File: config.mk
export PLATFORM = sky130hd
export DESIGN_NAME = busclk_ratio_div
export DESIGN_NICKNAME = d
export VERILOG_FILES = /design/src/rtl/busclk_pkg.sv /design/src/rtl/busclk_cfg_reg.sv /design/src/rtl/busclk_chan.sv /design/src/rtl/busclk_ratio_div.sv
export SDC_FILE = /design/constraint.sdc
export NUM_CORES = 1
export LEC_CHECK = 0
export ABC_AREA = 1
export BUFFER_PORTS_ARGS = -buffer_cell sky130_fd_sc_hd__buf_4
export CAP_MARGIN = 20
export CORE_UTILIZATION = 45
export CTS_BUF_LIST = sky130_fd_sc_hd__clkbuf_16
export CTS_CLUSTER_SIZE = 10
export DETAILED_ROUTE_END_ITERATION = 6
export PLACE_DENSITY = 0.79
export SETUP_SLACK_MARGIN = 0.2
export SYNTH_ARGS = -nofsm -noshare
export SYNTH_HDL_FRONTEND = slang
export SYNTH_SLANG_ARGS = --single-unit
File: constraint.sdc
create_clock -name clk -period 1.2 [get_ports clk]
set_clock_uncertainty 0.1 [all_clocks]
set_input_delay 0 -clock clk [delete_from_list [all_inputs] [get_ports clk]]
set_output_delay 0 -clock clk [all_outputs]
set_load 0.02 [all_outputs]
File: src/rtl/busclk_pkg.sv
package busclk_pkg;
  typedef enum logic [1:0] {
    CH_CPU = 2'd0,
    CH_AXI = 2'd1,
    CH_AHB = 2'd2
  } busclk_ch_e;

  localparam int unsigned BUSCLK_NUM_CH = 3;
endpackage

File: src/rtl/busclk_cfg_reg.sv
module busclk_cfg_reg #(
  parameter int unsigned ADDR_W  = 8,
  parameter int unsigned DATA_W  = 32,
  parameter int unsigned FIELD_W = 2,
  parameter int unsigned NUM_CH  = 3,
  parameter logic [ADDR_W-1:0] CFG_ADDR = 8'h08,
  parameter logic [NUM_CH*FIELD_W-1:0] RST_CFG = 6'b01_00_00,
  parameter logic [NUM_CH-1:0] NOZERO_MASK = 3'b100
) (
  input  logic                      clk,
  input  logic                      rst,
  input  logic                      acc_en,
  input  logic                      acc_we,
  input  logic [ADDR_W-1:0]         acc_addr,
  input  logic [DATA_W-1:0]         acc_wdata,
  output logic [DATA_W-1:0]         acc_rdata,
  output logic [NUM_CH*FIELD_W-1:0] cfg_q
);
  localparam int unsigned TOT_W = NUM_CH * FIELD_W;

  logic                 hit;
  logic                 wr_hit;
  logic [TOT_W-1:0]     cfg_next;
  logic                 unused_wdata;

  assign hit          = (acc_addr == CFG_ADDR);
  assign wr_hit       = acc_en && acc_we && hit;
  assign unused_wdata = ^acc_wdata[DATA_W-1:TOT_W];

  for (genvar i = 0; i < NUM_CH; i++) begin : g_field
    logic [FIELD_W-1:0] new_f;
    assign new_f = acc_wdata[i*FIELD_W +: FIELD_W];
    if (NOZERO_MASK[i]) begin : g_guard
      assign cfg_next[i*FIELD_W +: FIELD_W] =
        (new_f == '0) ? cfg_q[i*FIELD_W +: FIELD_W] : new_f;
    end else begin : g_plain
      assign cfg_next[i*FIELD_W +: FIELD_W] = new_f;
    end
  end

  always_ff @(posedge clk) begin
    if (rst) begin
      cfg_q <= RST_CFG;
    end else if (wr_hit) begin
      cfg_q <= cfg_next;
    end
  end

  always_ff @(posedge clk) begin
    if (rst) begin
      acc_rdata <= '0;
    end else if (acc_en && !acc_we) begin
      acc_rdata <= hit ? {{(DATA_W-TOT_W){1'b0}}, cfg_q} : '0;
    end
  end
endmodule

File: src/rtl/busclk_chan.sv
module busclk_chan #(
  parameter int unsigned FIELD_W = 2,
  parameter logic [FIELD_W-1:0] RST_EXP = '0
) (
  input  logic               clk,
  input  logic               rst,
  input  logic [FIELD_W-1:0] exp_in,
  output logic               stb
);
  localparam int unsigned CNT_W = (1 << FIELD_W) - 1;

  logic [FIELD_W-1:0] act_exp;
  logic [CNT_W-1:0]   cnt;
  logic [CNT_W-1:0]   limit;
  logic               wrap;

  assign limit = {CNT_W{1'b1}} >> (CNT_W - act_exp);
  assign wrap  = (cnt == limit);

  always_ff @(posedge clk) begin
    if (rst) begin
      cnt     <= '0;
      act_exp <= RST_EXP;
      stb     <= 1'b0;
    end else if (wrap) begin
      cnt     <= '0;
      act_exp <= exp_in;
      stb     <= 1'b1;
    end else begin
      cnt     <= cnt + 1'b1;
      stb     <= 1'b0;
    end
  end
endmodule

File: src/rtl/busclk_ratio_div.sv
module busclk_ratio_div
  import busclk_pkg::*;
#(
  parameter int unsigned ADDR_W  = 8,
  parameter int unsigned DATA_W  = 32,
  parameter int unsigned FIELD_W = 2,
  parameter logic [ADDR_W-1:0] CFG_ADDR = 8'h08,
  parameter logic [BUSCLK_NUM_CH*FIELD_W-1:0] RST_CFG = 6'b01_00_00,
  parameter logic [BUSCLK_NUM_CH-1:0] NOZERO_MASK = 3'b100
) (
  input  logic              clk,
  input  logic              rst,
  input  logic              acc_en,
  input  logic              acc_we,
  input  logic [ADDR_W-1:0] acc_addr,
  input  logic [DATA_W-1:0] acc_wdata,
  output logic [DATA_W-1:0] acc_rdata,
  output logic              cpu_stb,
  output logic              axi_stb,
  output logic              ahb_stb
);
  localparam int unsigned TOT_W = BUSCLK_NUM_CH * FIELD_W;

  logic [TOT_W-1:0]         cfg_q;
  logic [BUSCLK_NUM_CH-1:0] stb_v;

  busclk_cfg_reg #(
    .ADDR_W(ADDR_W), .DATA_W(DATA_W), .FIELD_W(FIELD_W),
    .NUM_CH(BUSCLK_NUM_CH), .CFG_ADDR(CFG_ADDR),
    .RST_CFG(RST_CFG), .NOZERO_MASK(NOZERO_MASK)
  ) u_cfg (
    .clk(clk), .rst(rst), .acc_en(acc_en), .acc_we(acc_we),
    .acc_addr(acc_addr), .acc_wdata(acc_wdata),
    .acc_rdata(acc_rdata), .cfg_q(cfg_q)
  );

  for (genvar c = 0; c < BUSCLK_NUM_CH; c++) begin : g_ch
    busclk_chan #(
      .FIELD_W(FIELD_W),
      .RST_EXP(RST_CFG[c*FIELD_W +: FIELD_W])
    ) u_chan (
      .clk(clk), .rst(rst),
      .exp_in(cfg_q[c*FIELD_W +: FIELD_W]),
      .stb(stb_v[c])
    );
  end

  assign cpu_stb = stb_v[CH_CPU];
  assign axi_stb = stb_v[CH_AXI];
  assign ahb_stb = stb_v[CH_AHB];
endmodule

==> summary.txt, run 1 <==
STA
  • RSZ-0062 raised after global routing: true
  • Hold WS: 0.0685 ns
  • Period utilization: 93.8%
  • Setup ws final: 0.0749 ns
  • Tmin final: 1.13 ns
  • Final Slew Violations: 0
  • Setup TNS: 0 ns
  • Max Freq: 0.889 GHz
  • Fin. Hold Viols: 0
  • Final setup vio count: 0

Floorplanning
  • # rows: 20
  • Die ar.: around 3700 um^2
  • Initial Utilization: about half
  • Die width: 60.5 um
  • Die Y: 60.5 um
  • Top Ports: 79
  • Core ar.: approximately 3200 um^2

Global route
  • First-pass GRT wire length: 4440 um
  • Largest net degree at the start of global routing: 22
  • Initial antenna violation count: 0
  • Number of global-route vias before repair: 1121
  • Remaining Overflow, GRT: 0
  • Total GRT Usage: between 10% and 20%

Cells and area
  • Area occupied by multi-input gates: 891 um^2
  • Area grow syn2layout: 36.3%
  • Non-Filler Instances: 299
  • Reg area: 627 um^2
  • Fill cell count: 278
  • Final-stage net count: 302
  • # diodes: 0
  • Final Util: 66.6%
  • Share of cells above drive strength 1: a little over a third

Logic synthesis
  • Post-synth top area share: 39.0%
  • Syn Inst Count: 218
  • Number of synthesized flops with an enable pin: 0
  • Syn Std Cell Area: 1540 um^2
  • Distinct cell type count after synthesis: 19
  • Top cells by count, synth: 47 x nand2_1, 30 x dfxtp_1, 27 x nor2_1
  • Largest cells by area after synthesis: dfxtp_1 39%, buf_4 13%, nand2_1 11%
  • Sequential share of the synthesized area: 39.0%
  • Synth area leader: dfxtp_1
  • Post-synth ARST share: 0%
  • Most frequent cell after synthesis: nand2_1
  • Syn avg cell area: 7.07 um^2
  • Top_reg_cell synth: dfxtp_1
  • Synthesis-stage register bit count: 30
  • Synth warnings: 0

Run status
  • Outcome: finished clean

Detailed routing
  • Post-Route WL: between 3000 and 4000 um
  • DR iter-0 viols: 52
  • WL per Instance: 10.3 um
  • Detail-routed via count per cell: roughly 4.5
  • ANT nets after route: 0
  • Vias: 1360
  • Number of remaining DRC errors: 0
  • Drt first pass iters: 5

Power and ir drop
  • Pint: approximately 0.0021 W
  • Net switching power: roughly 0.00086 W
  • Leakage power: 1.00 nW
  • Comb power frac: 22.3%
  • Clock power frac: 38.5%
  • Switching portion of total power: 29.3%
  • P per Cell Area: 1390 nW/um^2
  • Register share of total power: 39.2%
  • Worst VDD drop: ~970 uV

Clock network
  • Clk sink count: 30
  • Number of CTS-inserted buffers: 5
  • Root buf cell: clkbuf_16
  • Clk pin slew, worst setup/hold paths: ~0.050 ns
  • H-tree depth: 2
  • Clock buffer depth: 2
  • TritonCTS clock tree: built
  • Setup Buffers After CTS: 0
  • Clk_lat worst skew: around 0.27 ns

Critical path
  • CP Capture Type: flip-flop
  • Crit path DAT: ~1.2 ns
  • Worst path required time: 1.26 ns
  • Critical Path Fanout Max: 7
  • Critical path class: reg2reg
  • CP Launch Type: flip-flop

Placement
  • Post-Place Worst Slack: 0.0776 ns
  • Inst Count DP: 285
  • Gpl congestion: 0.773
  • DPL Wire Length: 1890 um
  • IO Port Bufs: 26

Job
  • Max-Cap Viols: 0

Worst hold path
  • Hold crit path type: in2reg
==> state kept, by name, indices dropped and copies added, names as in the netlist <==
register and cells:
g_ch.u_chan.cnt 9, g_ch.u_chan.act_exp 6, u_cfg.acc_rdata 6, u_cfg.cfg_q 6, g_ch.u_chan.stb 3
==> metrics by stage <==
| stage | total power (W) | cell area [um^2] |
|---|---|---|
| finish | 0.00293 | 2100 |
| global route | 0.00309 | 2100 |
| CTS | 0.00290 | 1970 |
| detailed placement | 0.00169 | 1720 |
| global placement | 0.00167 | 1720 |
| floorplan | 0.00160 | 1660 |
==> critical path, stage by stage (launching register included) <==
cell     delay, ns
dfxtp_4       0.40
nand2_2       0.07
nand2_2       0.09
nand2_2       0.06
inv_2         0.07
nand3_4       0.10
nand2_4       0.09
nor2_1        0.04
==> cell usage in the layout (no fill, tap or decap), types with 7 or more instances in the layout <==
master         count
a21oi_1           10
nand2_1           27
nand3_2           10
inv_1             22
dfxtp_1           19
nand2_2           19
nor2_1            21
conb_1            26
buf_4             28
nand3_1           11
dlygate4sd3_1      7
==> cell families (layout without fill, tap and decap cells) <==
logic type	count (synthesis)	in the layout	share of synthesized area [%]
XOR/XNOR	3	3	1.71
AO/OA/AOI/OAI	19	19	6.17
flip-flops	30	30	39.0
adder cells (fa/ha/maj)	3	3	2.44
AND/OR/NAND/NOR	106	106	29.7
other	1	26	0.243
buffers and inverters	56	68	20.7
==> metal layers <==
metal  share of wire, %  up-vias  global-route usage [%]
met5                  0        -                       0
met4               0.55        0                    5.84
met3                3.7        2                    7.04
met2                 56       33                    29.8
met1                 40      622                    17.8
li1                   -      703                       -
==> worst paths after layout <==
kind | start | end | slack [ns] | cells after the start
worst max-delay path | g_ch[1].u_chan.act_exp[1] | g_ch[1].u_chan.cnt[2] | 0.07 | 7
worst min-delay path | rst | g_ch[2].u_chan.act_exp[0] | 0.07 | 3
worst max register to register | g_ch[1].u_chan.act_exp[1] | g_ch[1].u_chan.cnt[2] | 0.07 | 7
worst min register to register | g_ch[0].u_chan.cnt[0] | g_ch[0].u_chan.cnt[0] | 0.33 | 1
==> timing repair <==
action	in CTS	in global routing
pin swaps	11	14
hold buffers	6	1
endpoints found under the setup margin	16	18
hold endpoints to repair	9	3
gates resized for setup	21	39
==> final cells by class <==
| class | count | area share, % |
|---|---|---|
| multi-input cells | 157 | 42.4 |
| flip-flops and latches | 30 | 29.9 |
| repair buffers | 36 | 14.3 |
| clock buffers | 5 | 5.96 |
| inverters | 25 | 4.47 |
| well taps | 44 | 2.62 |
| clock inverters | 2 | 0.358 |
==> power groups by stage <==
stage	clock (W)	combinational, W	sequential, W
floorplan	0	0.000423	0.00118
global placement	0	0.000518	0.00116
detailed placement	0	0.000537	0.00116
CTS	0.00116	0.000601	0.00114
global route	0.00121	0.000727	0.00116
finish	0.00113	0.000652	0.00115
No activity file was read; power rests on OpenSTA's default activity.
==> run 2: changes to the inputs <==
ABC_AREA = unset   (was 1)
CORE_UTILIZATION = 47   (was 45)
PLACE_DENSITY = 0.8   (was 0.79)
==> run 2 against run 1 <==
The run now ends with hold timing, setup timing left. Wire length increased by 97%. Fmax is 19% lower. Synthesized area grew 14%. Highest routed layer unchanged. Register-to-register slack lost 0.26 ns. Flip-flop and latch count unchanged. Sequential share of layout area down 6.9 points. Largest cell class unchanged. Via count grew 42%. Clock power increased by 4%. Clock-buffer cell count did not move.
==> summary.txt, run 2 <==
STA
  • Final Slew Violations: 0
  • Period utilization: 115%
  • Tmin final: 1.39 ns
  • Max Freq: between 0.7 and 0.8 GHz
  • Setup TNS: -2.14 ns
  • Worst Max-Slew Pin Slew: 0.570 ns
  • RSZ-0062 raised after global routing: true
  • Fin. Hold Viols: 2
  • Final setup vio count: 17
  • Rel. slew slack: 62.0%
  • Setup ws final: -0.186 ns
  • Hold WS: -0.0447 ns

Logic synthesis
  • Syn Std Cell Area: about 1800 um^2
  • Syn avg cell area: 8.62 um^2
  • Most frequent cell after synthesis: dfxtp_1
  • Post-synth top area share: 34.1%
  • Syn Inst Count: 204
  • Synth warnings: 0
  • Sequential share of the synthesized area: 34.1%
  • Largest cells by area after synthesis: dfxtp_1 34%, buf_4 11%, a21oi_1 5.1%
  • Post-synth ARST share: 0%
  • Distinct cell type count after synthesis: between 40 and 50
  • Synthesis-stage register bit count: 30
  • Top_reg_cell synth: dfxtp_1
  • Number of synthesized flops with an enable pin: 0
  • Top cells by count, synth: 30 x dfxtp_1, 26 x buf_4, 18 x a21oi_1
  • Synth area leader: dfxtp_1

Floorplanning
  • Initial Utilization: 50.7%
  • Die width: ~63 um
  • Top Ports: 79
  • Die ar.: 3990 um^2
  • Core ar.: 3470 um^2
  • Die Y: 63.2 um
  • # rows: 21

Detailed routing
  • Number of remaining DRC errors: 0
  • Drt first pass iters: 4
  • DR iter-0 viols: 208
  • Detail-routed via count per cell: 6.04
  • Post-Route WL: 6080 um
  • ANT nets after route: 0
  • Vias: 1934
  • WL per Instance: about 19 um

Cells and area
  • Max reg flops: 9
  • Area grow syn2layout: 57.8%
  • Most common cell after layout, fill and taps aside: buf_4
  • Biggest register: g_ch.u_chan.cnt
  • Final-stage net count: 320
  • Commonest non-fill, non-tap cells in the layout: 60 x buf_4, 26 x conb_1, 15 x dfxtp_1, 13 x a21oi_1, 12 x buf_6
  • # diodes: 0
  • Share of cells above drive strength 1: 49.3%
  • Final instance area: 2780 um^2

Critical path
  • Crit-path leading delay family: compound AO/OA/AOI/OAI gates
  • Most used cell, CP: buf_6
  • CP Cell Sequence: buf_6 -> nor4bb_4 -> a22o_2 -> buf_6 -> o21a_1
  • CP max-delay cell: dfxtp_2
  • Critical Path Fanout Max: 4
  • CP peak stage delay: 0.32 ns
  • WP buf/inv: 2
  • CP Capture Type: flip-flop
  • Critical path class: reg2reg
  • CP Launch Type: flip-flop
  • Crit path DAT: around 1.5 ns
  • Worst path required time: 1.27 ns

Clock network
  • Root buf cell: clkbuf_16
  • Clk pin slew, worst setup/hold paths: 0.05 ns
  • H-tree depth: 2
  • TritonCTS clock tree: built
  • Number of CTS-inserted buffers: 5
  • Hold buffers post-CTS: 7
  • Clk_lat worst skew: 0.28 ns
  • Clk sink count: 30
  • Clock buffer depth: 2

Global route
  • Initial antenna violation count: 0
  • Remaining Overflow, GRT: 0
  • Largest net degree at the start of global routing: 12
  • Total GRT Usage: 24.0%
  • First-pass GRT wire length: ~7400 um
  • Number of global-route vias before repair: 1627

Power and ir drop
  • Leakage power: 1.09 nW
  • P per Cell Area: 914 nW/um^2
  • Worst VDD drop: between 800 and 900 uV

Job
  • Max-Cap Viols: 0

Run status
  • Outcome: finished, violations left
  • Violated checks: hold timing, setup timing

Placement
  • Gpl congestion: 0.829
  • DPL Wire Length: 2850 um
  • Post-Place Worst Slack: -0.197 ns
  • IO Port Bufs: 26
  • Placed instance area: between 2000 and 2500 um^2

Worst hold path
  • Hold crit path type: in2reg
run 2: cell types whose count changed in the layout (fill, tap and decap cells not counted), sizes merged, moves of 6 or more:
cell,delta
buf,+43
nand2,-40
nor2,-23
inv,-22
nand3,-20
nand4,+9
nor3,+9
a21oi,+8
a2111oi,+6
nor4,+6
nor4b,+6
run 2: per-stage QoR:
stage	cells	utilization (%)	hold slack, ns	power (W)
5_1_grt	320	80.0	-0.00786	0.00261
2_1_floorplan	229	-	0.0543	0.00127
4_1_cts	312	72.6	-0.0275	0.00250
3_3_place_gp	294	62.1	0.185	0.00130
6_report	320	80.0	-0.0447	0.00254
3_5_place_dp	294	62.1	0.187	0.00130
run 2: worst paths after layout:
| path | startpoint | end | slack, ns | depth (start not counted) |
|---|---|---|---|---|
| min reg2reg | u_cfg.acc_rdata[3] | u_cfg.acc_rdata[3] | 0.37 | 2 |
| min | acc_addr[5] | u_cfg.cfg_q[5] | -0.04 | 4 |
| max | g_ch[2].u_chan.act_exp[1] | g_ch[2].u_chan.stb | -0.19 | 5 |
| max reg2reg | g_ch[2].u_chan.act_exp[1] | g_ch[2].u_chan.stb | -0.19 | 5 |
run 2: logic make-up (layout without fill, tap and decap cells):
family	after synthesis	after routing	share of synthesized area (%)
XOR/XNOR	3	3	1.49
adder cells (fa/ha/maj)	3	3	2.13
AND/OR/NAND/NOR	78	78	29.2
flip-flops	30	30	34.1
AO/OA/AOI/OAI	43	43	16.4
other	1	26	0.213
buffers and inverters	46	91	16.5
run 2: final cells by class:
cell class | count | area, um^2
multi-input combinational | 153 | 1270
fill | 221 | 693
timing repair buffer | 79 | 658
sequential | 30 | 637
clock buffer | 5 | 125
tap | 46 | 57.6
inverter | 4 | 15.0
clock inverter | 3 | 11.3
run 2: power by group:
| group | internal, W | leakage [nW] | switching [W] |
|---|---|---|---|
| sequential | 0.000998 | 0.251 | 0.0000152 |
| clock | 0.000745 | 0.0663 | 0.000440 |
| combinational | 0.000129 | 0.776 | 0.000208 |
run 2: per-layer routing:
metal  global-route usage (%)  share of wire (%)  wire length [um]
met5                        0                  0                 0
met4                     9.38                5.0               303
met3                     6.16                6.1               369
met2                     41.5                 52              3160
met1                     28.2                 37              2250
run 2: what timing repair did:
item	in CTS	in global routing
setup endpoints to repair	22	29
resized for setup	36	49
setup buffers	3	8
gates cloned	0	0
pin swaps	4	22
endpoints found under the hold margin	13	1
run 2: worst min-delay path, delay by kind of cell:
family	cells	cell delay, ns
AOI/OAI and AO/OA	1	0.07
buffers and inverters	1	0.07
and+or+nand+nor	2	0.14
